<file path="src/rtl/lpsi_pkg.sv">
package lpsi_pkg;
  typedef enum logic [1:0] {
    ST_NORM = 2'b00,
    ST_RST  = 2'b01,
    ST_DIS  = 2'b10
  } lpsi_state_e;
endpackage

</file>
<file path="src/rtl/lpsi_low_timer.sv">
module lpsi_low_timer #(
  parameter int RST_THRESH = 128,
  parameter int DIS_THRESH = 1280
) (
  input  logic clk_i,
  input  logic rst_ni,
  input  logic lps_i,
  output logic inactive_o,
  output logic deep_o
);
  localparam int SAT   = DIS_THRESH + 1;
  localparam int CNT_W = $clog2(SAT + 1);
  localparam logic [CNT_W-1:0] SAT_V = CNT_W'(SAT);
  localparam logic [CNT_W-1:0] RST_V = CNT_W'(RST_THRESH);
  localparam logic [CNT_W-1:0] DIS_V = CNT_W'(DIS_THRESH);

  logic [CNT_W-1:0] run_q;

  // reset to saturation: hardware reset looks like a long low
  always_ff @(posedge clk_i or negedge rst_ni) begin
    if (!rst_ni)             run_q <= SAT_V;
    else if (lps_i)          run_q <= '0;
    else if (run_q != SAT_V) run_q <= run_q + 1'b1;
  end

  assign inactive_o = run_q > RST_V;
  assign deep_o     = run_q > DIS_V;

  assert_high_clears_R1: assert property (@(posedge clk_i) disable iff (!rst_ni)
    lps_i |=> !inactive_o);
  assert_deep_implies_inactive_R3: assert property (@(posedge clk_i) disable iff (!rst_ni)
    deep_o |-> inactive_o);
endmodule

</file>
<file path="src/rtl/lpsi_fsm.sv">
module lpsi_fsm
  import lpsi_pkg::*;
(
  input  logic        clk_i,
  input  logic        rst_ni,
  input  logic        inactive_i,
  input  logic        deep_i,
  output lpsi_state_e state_o,
  output logic        init_o
);
  lpsi_state_e state_q, state_d;
  logic        init_q;

  always_comb begin
    if (deep_i)          state_d = ST_DIS;
    else if (inactive_i) state_d = (state_q == ST_DIS) ? ST_DIS : ST_RST;
    else                 state_d = ST_NORM;
  end

  always_ff @(posedge clk_i or negedge rst_ni) begin
    if (!rst_ni) begin
      state_q <= ST_DIS;
      init_q  <= 1'b0;
    end else begin
      state_q <= state_d;
      init_q  <= (state_q != ST_NORM) && (state_d == ST_NORM);
    end
  end

  assign state_o = state_q;
  assign init_o  = init_q;

  assert_legal_code_R8: assert property (@(posedge clk_i) disable iff (!rst_ni)
    state_q != 2'b11);
  assert_init_single_R5: assert property (@(posedge clk_i) disable iff (!rst_ni)
    init_q |=> !init_q);
  assert_init_on_exit_R5: assert property (@(posedge clk_i) disable iff (!rst_ni)
    init_q |-> (state_q == ST_NORM));
  assert_no_norm_to_dis_R3: assert property (@(posedge clk_i) disable iff (!rst_ni)
    (state_q == ST_NORM) |=> (state_q != ST_DIS));
  assert_no_dis_to_rst_R4: assert property (@(posedge clk_i) disable iff (!rst_ni)
    (state_q == ST_DIS) |=> (state_q != ST_RST));
endmodule

</file>
<file path="src/rtl/lpsi_gate.sv">
module lpsi_gate
  import lpsi_pkg::*;
#(
  parameter int CTL_W  = 2,
  parameter int DATA_W = 8
) (
  input  lpsi_state_e       state_i,
  input  logic              lctrl_i,
  input  logic [CTL_W-1:0]  ctl_i,
  input  logic [DATA_W-1:0] data_i,
  input  logic              req_i,
  output logic [CTL_W-1:0]  ctl_o,
  output logic [DATA_W-1:0] data_o,
  output logic              req_o,
  output logic              clk_en_o,
  output logic              link_active_o
);
  logic live;
  assign live          = state_i == ST_NORM;
  assign ctl_o         = live ? ctl_i  : '0;
  assign data_o        = live ? data_i : '0;
  assign req_o         = live & req_i;
  assign clk_en_o      = state_i != ST_DIS;
  assign link_active_o = live & lctrl_i;
endmodule

</file>
<file path="src/rtl/lpsi_ctrl.sv">
module lpsi_ctrl
  import lpsi_pkg::*;
#(
  parameter int RST_THRESH = 128,
  parameter int DIS_THRESH = 1280,
  parameter int CTL_W      = 2,
  parameter int DATA_W     = 8
) (
  input  logic              clk_i,
  input  logic              rst_ni,
  input  logic              lps_i,
  input  logic              lctrl_i,
  input  logic [CTL_W-1:0]  ctl_i,
  input  logic [DATA_W-1:0] data_i,
  input  logic              req_i,
  output logic [CTL_W-1:0]  ctl_o,
  output logic [DATA_W-1:0] data_o,
  output logic              req_o,
  output logic              clk_en_o,
  output logic [1:0]        state_o,
  output logic              init_o,
  output logic              link_active_o
);
  logic        inactive, deep;
  lpsi_state_e state;

  lpsi_low_timer #(.RST_THRESH(RST_THRESH), .DIS_THRESH(DIS_THRESH)) u_timer (
    .clk_i(clk_i), .rst_ni(rst_ni), .lps_i(lps_i),
    .inactive_o(inactive), .deep_o(deep)
  );

  lpsi_fsm u_fsm (
    .clk_i(clk_i), .rst_ni(rst_ni), .inactive_i(inactive), .deep_i(deep),
    .state_o(state), .init_o(init_o)
  );

  lpsi_gate #(.CTL_W(CTL_W), .DATA_W(DATA_W)) u_gate (
    .state_i(state), .lctrl_i(lctrl_i), .ctl_i(ctl_i), .data_i(data_i), .req_i(req_i),
    .ctl_o(ctl_o), .data_o(data_o), .req_o(req_o),
    .clk_en_o(clk_en_o), .link_active_o(link_active_o)
  );

  assign state_o = state;

  assert_quiet_outputs_R2: assert property (@(posedge clk_i) disable iff (!rst_ni)
    (state_o != 2'b00) |-> (ctl_o == '0 && data_o == '0 && !req_o));
  assert_clk_off_disabled_R3: assert property (@(posedge clk_i) disable iff (!rst_ni)
    (state_o == 2'b10) |-> !clk_en_o);
  assert_active_needs_norm_R6: assert property (@(posedge clk_i) disable iff (!rst_ni)
    link_active_o |-> (state_o == 2'b00 && lctrl_i));
endmodule

</file>
<file path="config.mk">
export PLATFORM = sky130hd
export DESIGN_NAME = lpsi_ctrl
export DESIGN_NICKNAME = d
export VERILOG_FILES = /design/src/rtl/lpsi_pkg.sv /design/src/rtl/lpsi_low_timer.sv /design/src/rtl/lpsi_fsm.sv /design/src/rtl/lpsi_gate.sv /design/src/rtl/lpsi_ctrl.sv
export SDC_FILE = /design/constraint.sdc
export NUM_CORES = 1
export LEC_CHECK = 0
export ABC_AREA = 1
export BUFFER_PORTS_ARGS = -buffer_cell sky130_fd_sc_hd__buf_2
export CAP_MARGIN = 20
export CORE_MARGIN = 10
export CORE_UTILIZATION = 40
export CTS_CLUSTER_SIZE = 25
export DETAILED_ROUTE_END_ITERATION = 10
export PLACE_DENSITY = 0.62
export SETUP_SLACK_MARGIN = 0.1
export SYNTH_ARGS = -nofsm -noshare
export SYNTH_HDL_FRONTEND = slang
export SYNTH_SLANG_ARGS = --single-unit
</file>
<file path="constraint.sdc">
create_clock -name clk_i -period 3.6 [get_ports clk_i]
set_clock_uncertainty 0.05 [all_clocks]
set_input_delay 0.72 -clock clk_i [delete_from_list [all_inputs] [get_ports clk_i]]
set_output_delay 0.72 -clock clk_i [all_outputs]
set_load 0.005 [all_outputs]
</file>
### Word-level counts from Yosys, hierarchy flattened

Cells that the tools add are included.

* register bits after elaboration: 14
* latch bits: 0
* RAM bits: 0
* bits in read-only memories: 0
* input port bits: 15
* output and inout bits: 16
* logic and storage cells: 23
* memories kept: 0

* add/sub/neg operators: 1
* multipliers: 0
* div/mod/pow operators: 0
* magnitude comparators: 2
* eq/ne operators: 3
* shift-type cells: 0
* mux-type cells: 7
* bitwise gates (word level): 2
* reductions and logical operators: 5

Operators with widths (count)
* 11-bit 2-to-1 mux: 2
* 11-bit by 1-bit adder with 11-bit output (second input constant): 1
* 11-bit greater-than comparator (second input constant): 1
* 11-bit by 8-bit greater-than comparator with 1-bit output (second input constant): 1
* 11-bit != test (second input constant): 1
* 2-bit 2-to-1 mux: 4
* 8-bit 2-to-1 mux: 1
* 2-bit zero test: 2
* 2-bit nonzero test: 2
* 1-bit AND: 2
* 2-bit == test (second input constant): 1
* 2-bit != test (second input constant): 1
* 1-bit logical AND: 1

### Logic depth before layout (Yosys ltp)

Gate-level depths: netlist of run 1.

* word-level depth: 6
* gate-level depth with buffers: 7

### Hierarchy

Synthesis of run 1 repeated with hierarchy kept, for this count alone.

* cell total of the unflattened synthesis: 140
* area total of the unflattened synthesis: 973.4 um^2

Modules (own cells, without submodules)
* lpsi_low_timer: times used 1, cells each 96, area an instance 701.9 um^2
* lpsi_gate: times used 1, cells each 29, area an instance 148.9 um^2
* lpsi_fsm: times used 1, cells each 15, area an instance 122.6 um^2

### Least setup slack after synthesis of run 1

No wires, ideal clock.

* path kind: register to output
* from: register u_fsm.state_q[1], in the netlist u_fsm.state_o[1]
* to: output port ctl_o[1]
* arrival time: 0.879 ns
* required time: 2.830 ns
* path slack: 1.951 ns
* stages on the path, launching flop included: 5
* path buffers: 1
* cell sequence: dfstp_2 nor2_1 inv_1 buf_2 nor2_1

* cells in the longest elaborated chain, start to end: 2

RTL lines
* start, declared: RTL line lpsi_fsm.sv:11 `lpsi_state_e state_q, state_d;`
* start signal, assigned: RTL line lpsi_fsm.sv:25 `state_q <= state_d;`
* 2-bit zero test: RTL line lpsi_gate.sv:19 `assign live = state_i == ST_NORM;`
* 2-bit 2-to-1 mux: RTL line lpsi_gate.sv:20 `assign ctl_o = live ? ctl_i : '0;`
* end, declared: RTL line lpsi_ctrl.sv:16 `output logic [CTL_W-1:0] ctl_o,`

Every way passes these cells.

### Worst setup path after layout of run 1

* from: register u_fsm.state_q[1], in the netlist u_fsm.state_o[1]
* to: output port data_o[5]

* cells in the longest elaborated chain, start to end: 2

RTL lines
* 2-bit zero test: RTL line lpsi_gate.sv:19
* 8-bit 2-to-1 mux: RTL line lpsi_gate.sv:21 `assign data_o = live ? data_i : '0;`
* end, declared: RTL line lpsi_ctrl.sv:17 `output logic [DATA_W-1:0] data_o,`

Every way passes these cells.

==> metrics.yaml, run 1 <==
sta:
  slew_violations: 0
  fin_crit_sh_pct: 59.3
  relSlewSlack_pct: 77.8
  fin_ws_ps: 1470
  fmax_mhz: 469
  setup_violations: 0
  fin_worst_hold_slack_ps: 263
  tightest_slew_ps: 332
  hold_viol: 0
  setup_tns_ps: 0
  rsz0062_at_grt: "no"
  period_needed_ps: 2130
yosys:
  synth_warnings: 0
  ys_ff_latch: 14
  avgSynthCellArea_sq_um: 6.49
  synth_cells: 151
  synth_nets: 169
  synth_area_sq_um: 980
  yosysUniqueCellTypes: 19
  yosysSeqAreaShare_pct: 36.3
clock_tree:
  clockRootBuffer: "clkbuf_4"
  hold_buffers: 0
  cts-resized-gates: 0
  clkSlewWorstSetupHoldPaths_ps: 90
  cts_buffers: 3
  clk_latency_ps: 280
  htree_num_levels: 1
  ctsLongestPathBuffers: 2
  cts_tree: "done"
  postCtsSetupRepairBufs: 0
  cts_sinks: 14
worst_setup_path:
  crit_type: "flop to output port"
  critical-path-top-delay-family: "flip-flops"
  cp-end-kind: "output port"
  slowest_stage: "dfstp_2"
  startpoint_type: "flop"
  critPathMaxFanout: 12
  cp_common_cell: "nor2_1"
  cp.arrival_ps: 1360
  cp.required_ps: 2830
  critPathMaxStageDelay_ps: 550
  critPathBufInv: 2
  path_cells: "nor2_1 -> inv_1 -> nor2_1 -> buf_2"
  r2r_setup_slack_ps: 2070
placement:
  dp_slack_ps: 1780
  post_dp_cell_area_sq_um: 1130
  globalplace.congestion: 0.807
  port_buffers: 30
  hpwl_mm: 2.02
  dp.cells: 204
route:
  viasPerCell: 4.79
  dr.pass1.iters: 4
  routedWlPerCell_um: 11.9
  final_antenna_net_count: 0
  num_vias: 996
  drt-initial-drc-count: 45
  wl_mm: 2.49
  drc: 0
floorplanning:
  core_area_sq_um: 2280
  ioPinCount: 31
  start_util_pct: 43.0
  die_y_um: 69.5
  die_area_sq_um: 4830
  die_w_um: 69.5
  num_rows: 17
final_layout:
  num-nets-final: 199
  multiInputGateArea_sq_um: 477
  drive_gt1_share_pct: 26.1
  final_area_sq_um: 1160
  area_delta_synth_final_pct: 18.6
  fillCellCount: 228
  layout_commonest_cell: "nor2_1"
  finalCoreUtilization_pct: 51.1
  ff_latch_area_sq_um: 355
  insertedDiodeCount: 0
  final_cell_count_no_fill: 208
  final_cell_mix: "nor2_1 (33), buf_2 (30), nand2_1 (29), inv_1 (27), nand3_1 (13)"
grt:
  grt_start_max_net_pins: 15
  antenna_found_initial: 0
  grt-ovfl-total: 0
  grt_pass1_wl_mm: 4.23
  grt_util_all_layers_pct: 10.2
  grt_pass1_vias: 956
hold_path:
  hp-class: "input port to async pin"
status:
  status: "complete, no violations"
job:
  max-cap-violations: 0
power:
  powerDensity_nw_per_um2: 279
  p_leak_nw: 0.662
  total_power_uw: 325
  ir_drop_mv: 0.198
==> power by group <==
part	switching [mW]	internal (mW)	total (mW)
clock network	0.0524	0.0615	0.114
logic	0.0249	0.0202	0.0450
registers	0.00491	0.161	0.166
total	0.0822	0.242	0.325
==> worst register-to-register path: cells and delay by family, from the launching register on <==
family,cells,cell delay (ps)
adders and majority gates,1,320
DFF,1,610
and+or+nand+nor,2,270
AOI/OAI and AO/OA,2,200
==> registers in the layout, summed over array words and instances (netlist names) <==
register,cells
u_timer.run_q,11
u_fsm.state_o,2
u_fsm.init_o,1
==> cells in the mapped netlist <==
master   instances  area, sq um
inv_1           27          101
nor2_2           5         31.3
nand4_1          3         18.8
xor2_1           1         8.76
nand2_1         29          109
nand2_2          2         12.5
nor3_1           3         15.0
buf_2            1         5.00
dfrtp_1         10          250
o21ai_0          2         10.0
buf_6            1         11.3
o21ai_1          1         5.00
inv_2            2         7.51
a21oi_1          8         40.0
ha_1             3         37.5
buf_4            3         22.5
dfstp_2          4          105
nor2_1          33          124
nand3_1         13         65.1
==> worst paths after layout <==
check | startpoint | to | cells past startpoint
worst max register to register | u_timer.run_q[0] | u_timer.run_q[4] | 5
worst min-delay path | rst_ni | u_fsm.init_o | 1
worst max-delay path | u_fsm.state_o[1] | data_o[5] | 4
worst min register to register | u_timer.run_q[0] | u_timer.run_q[0] | 2
max in group asynchronous | rst_ni | u_timer.run_q[10] | 1
min in group clk_i | u_timer.run_q[0] | u_timer.run_q[0] | 2
==> cells by family (layout without fill, tap and decap cells) <==
logic type,after synthesis,after routing,share of synthesized area [%]
AND/OR/NAND/NOR,88,88,38.3
adder cells (fa/ha/maj),3,3,3.83
XOR/XNOR,1,1,0.894
buffers and inverters,34,63,15.1
AO/OA/AOI/OAI,11,11,5.62
flip-flops,14,14,36.3
==> routing by layer <==
metal  routed length (um)  track usage, %
met2                 1260            17.8
met1                 1020            10.8
met3                  175            3.99
met5                    0               0
met4                   28            3.33
==> area by class of cell <==
cell class                      instances  share of cell area [%]
Clock buffer                            4                    3.12
Inverter                               29                    9.36
Multi-Input combinational cell        103                    41.0
Sequential cell                        14                    30.6
Tap cell                               28                    3.01
Timing Repair Buffer                   30                    12.9
Note: power is estimated with default switching activity, not from simulation.
==> inputs of run 2 (changes only) <==
- ABC_AREA: 1 -> 0
- PLACE_DENSITY: 0.62 -> 0.64
- clock period: 3.6 -> 2 ns (I/O delays scaled with it)
==> metrics.yaml, run 2 <==
status:
  status: "complete, no violations"
final_layout:
  num-nets-final: 137  # -31%
  fillCellCount: 200  # -12%
  regMostFlops: "u_timer.run_q"
  area_delta_synth_final_pct: 25.7
  drive_gt1_share_pct: 35.9  # +9.8 points
  multiInputGateArea_sq_um: 448  # -6.0%
  largest_reg_flops: 11  # unchanged
  finalCoreUtilization_pct: 52.7  # +1.7 points
  ff_latch_area_sq_um: 355  # unchanged
  insertedDiodeCount: 0  # unchanged
  layout_commonest_cell: "buf_2"
  final_cell_mix: "buf_2 (30), and2_1 (12), dfrtp_1 (10), nor2_1 (9)"
grt:
  grt_pass1_vias: 731  # -24%
  grt_start_max_net_pins: 15  # unchanged
  grt_pass1_wl_mm: 3.28  # -22%
  grt-ovfl-total: 0  # unchanged
  grt_util_all_layers_pct: 9.61  # -0.56 points
  antenna_found_initial: 0  # unchanged
yosys:
  synthXorXnorAreaFrac_pct: 7.45  # +6.6 points
  synth_top_family_by_area: "simple AND/OR/NAND/NOR gates"
  ys.flop_type: "dfrtp_1"
  synth_compound_area_share_pct: 9.27  # +3.7 points
  synth_edf_count: 0  # unchanged
  synth_area_sq_um: 823  # -16%
  muxShareOfSynthArea_pct: 1.22  # +1.2 points
  synth-simple-area-share_pct: 31.6  # -6.7 points
  async_flop_share_pct: 100  # unchanged
  synth_fa_ha_area_share_pct: 4.56  # +0.73 points
  post-synth-top-area-fraction_pct: 30.4  # +4.9 points
  ys_top_cells_by_count: "and2_1 (12), dfrtp_1 (10), nor2_1 (10)"
  ys_ff_latch: 14  # unchanged
  synth_top_area_cell: "dfrtp_1"
  ys_top_cells_by_area: "dfrtp_1 (30%), dfstp_2 (13%), and2_1 (9.1%)"
  synth_nets: 103  # -39%
  synth_most_common_cell: "and2_1"
  synth_cells: 85  # -44%
  yosysSeqAreaShare_pct: 43.2  # +6.9 points
  synth_warnings: 0  # unchanged
  avgSynthCellArea_sq_um: 9.69  # +49%
  yosysUniqueCellTypes: 28  # +9
placement:
  globalplace.congestion: 0.760  # -5.8%
  port_buffers: 30  # unchanged
  hpwl_mm: 1.61  # -20%
hold_path:
  min_to: "u_timer.run_q[0]"
  hp-class: "input port to flop"
  hp-start: "lps_i"
  hold_depth: 2
worst_setup_path:
  r2r_setup_slack_ps: 380  # -1690 ps
  startpoint_type: "flop"
  reg2reg_to: "u_timer.run_q[6]"
  critPathMaxFanout: 13  # +1
  reg2regPathDepth: 4  # -1
  cp.required_ps: 1550  # -1280 ps
  cp-end-kind: "output port"
  cp.arrival_ps: 1270  # -90 ps
  crit_type: "flop to output port"
  rr_startpoint: "u_timer.run_q[0]"
route:
  final_antenna_net_count: 0  # unchanged
  drc: 0  # unchanged
  routedWlPerCell_um: 13.5  # +13%
  num_vias: 726  # -27%
  dr.pass1.iters: 3  # -1
  wl_mm: 1.94  # -22%
  drt-initial-drc-count: 8  # -82%
  viasPerCell: 5.04  # +5.3%
clock_tree:
  clk_latency_ps: 280  # about the same
  htree_num_levels: 1  # unchanged
  clkSlewWorstSetupHoldPaths_ps: 80  # about the same
  postCtsSetupRepairBufs: 0  # unchanged
  clockRootBuffer: "clkbuf_4"
  cts_buffers: 3  # unchanged
  ctsLongestPathBuffers: 2  # unchanged
  cts_tree: "done"
  cts_sinks: 14  # unchanged
power:
  p_leak_nw: 0.479  # -28%
  powerDensity_nw_per_um2: 501  # +79%
  p_sw_share_pct: 23.8  # -1.5 points
  p_switching_uw: 123  # +50%
  p_int_uw: 395  # +63%
  ir_drop_mv: 0.357  # +80%
  clkPwrFrac_pct: 29.7  # -5.4 points
  comb_power_share_pct: 13.1  # -0.8 points
  total_power_uw: 518  # +60%
  p_seq_share_pct: 57.2  # +6.2 points
sta:
  fmax_mhz: 580
  relSlewSlack_pct: 77.6  # -0.21 points
  fin_crit_sh_pct: 86.2
  hold_viol: 0  # unchanged
  rsz0062_at_grt: "no"
  period_needed_ps: 1720
  slew_violations: 0  # unchanged
  setup_tns_ps: 0  # unchanged
  tightest_slew_ps: 335  # +3.20 ps
  setup_violations: 0  # unchanged
floorplanning:
  core_area_sq_um: 1960  # -14%
  start_util_pct: 42.0  # -1.1 points
  die_area_sq_um: 4270  # -12%
  ioPinCount: 31  # unchanged
  die_w_um: 65.4  # -5.9%
  num_rows: 16  # -1
  die_y_um: 65.4  # -5.9%
job:
  max-cap-violations: 0  # unchanged
-- run 2: cell types whose count changed after synthesis, sizes merged, moves of 3 or more --
cell,change
xor2,+3
nor2,-28
a21oi,-4
inv,-25
xnor2,+3
nand2,-28
and2,+12
buf,-5
nand3,-9
-- run 2: power by group through the flow --
stage	combinational, mW	clock (mW)	sequential (mW)
finish	0.0679	0.154	0.296
global route	0.0781	0.176	0.298
CTS	0.0702	0.155	0.297
detailed placement	0.0687	0	0.302
global placement	0.0673	0	0.301
floorplan	0.0337	0	0.300
-- run 2: worst max path at each step --
stage                                start               end  cells after the start
after floorplan           u_timer.run_q[0]  u_timer.run_q[8]                      4
after global placement    u_timer.run_q[0]  u_timer.run_q[8]                      4
after detailed placement  u_timer.run_q[0]  u_timer.run_q[6]                      4
after CTS                 u_fsm.state_o[0]         data_o[1]                      3
after global routing      u_fsm.state_o[0]             req_o                      3
final                     u_fsm.state_o[0]         data_o[1]                      3
-- run 2: final cells by class --
cell class / count / area share (%)
Multi-Input combinational cell: 65 / 43.3
Sequential cell: 14 / 34.3
Timing Repair Buffer: 31 / 15.5
Tap cell: 27 / 3.26
Clock buffer: 3 / 2.18
Inverter: 4 / 1.45
-- run 2: logic make-up after synthesis --
kind of cell / after synthesis
DFF: 14
buffers and inverters: 6
and+or+nand+nor: 44
xor gates and xnor gates: 7
muxes: 1
AOI/OAI and AO/OA: 10
adders and majority gates: 3
-- run 2: stage by stage --
step           area, sq um  instances  hold WS, ps  setup WS [ps]
2_1_floorplan          823         85         54.4            507
3_3_place_gp          1000        140          258            449
4_1_cts               1030        144          342            254
5_1_grt               1030        144          350            128
6_report              1030        144          337            275
3_5_place_dp          1000        140          260            385
-- run 2: critical path: stages, from the launching register on --
cell     delay (ps)
dfrtp_1         400
nor2_2          310
and2_1          170
buf_2           110
-- run 2: what timing repair did --
item                                   4_1_cts  5_1_grt
hold buffers                                 1        0
gates resized for setup                      1        0
endpoints found under the hold margin       10        0
setup endpoints to repair                    2        0
-- run 2: routing by layer --
layer | vias up | routed length, um | global-route usage (%) | share of wire, %
met5 | - | 0 | 0 | 0
met4 | 0 | 39 | 4.81 | 2.0
met3 | 5 | 101 | 3.05 | 5.2
met2 | 14 | 1040 | 17.4 | 54
met1 | 357 | 757 | 9.62 | 39
li1 | 350 | - | - | -
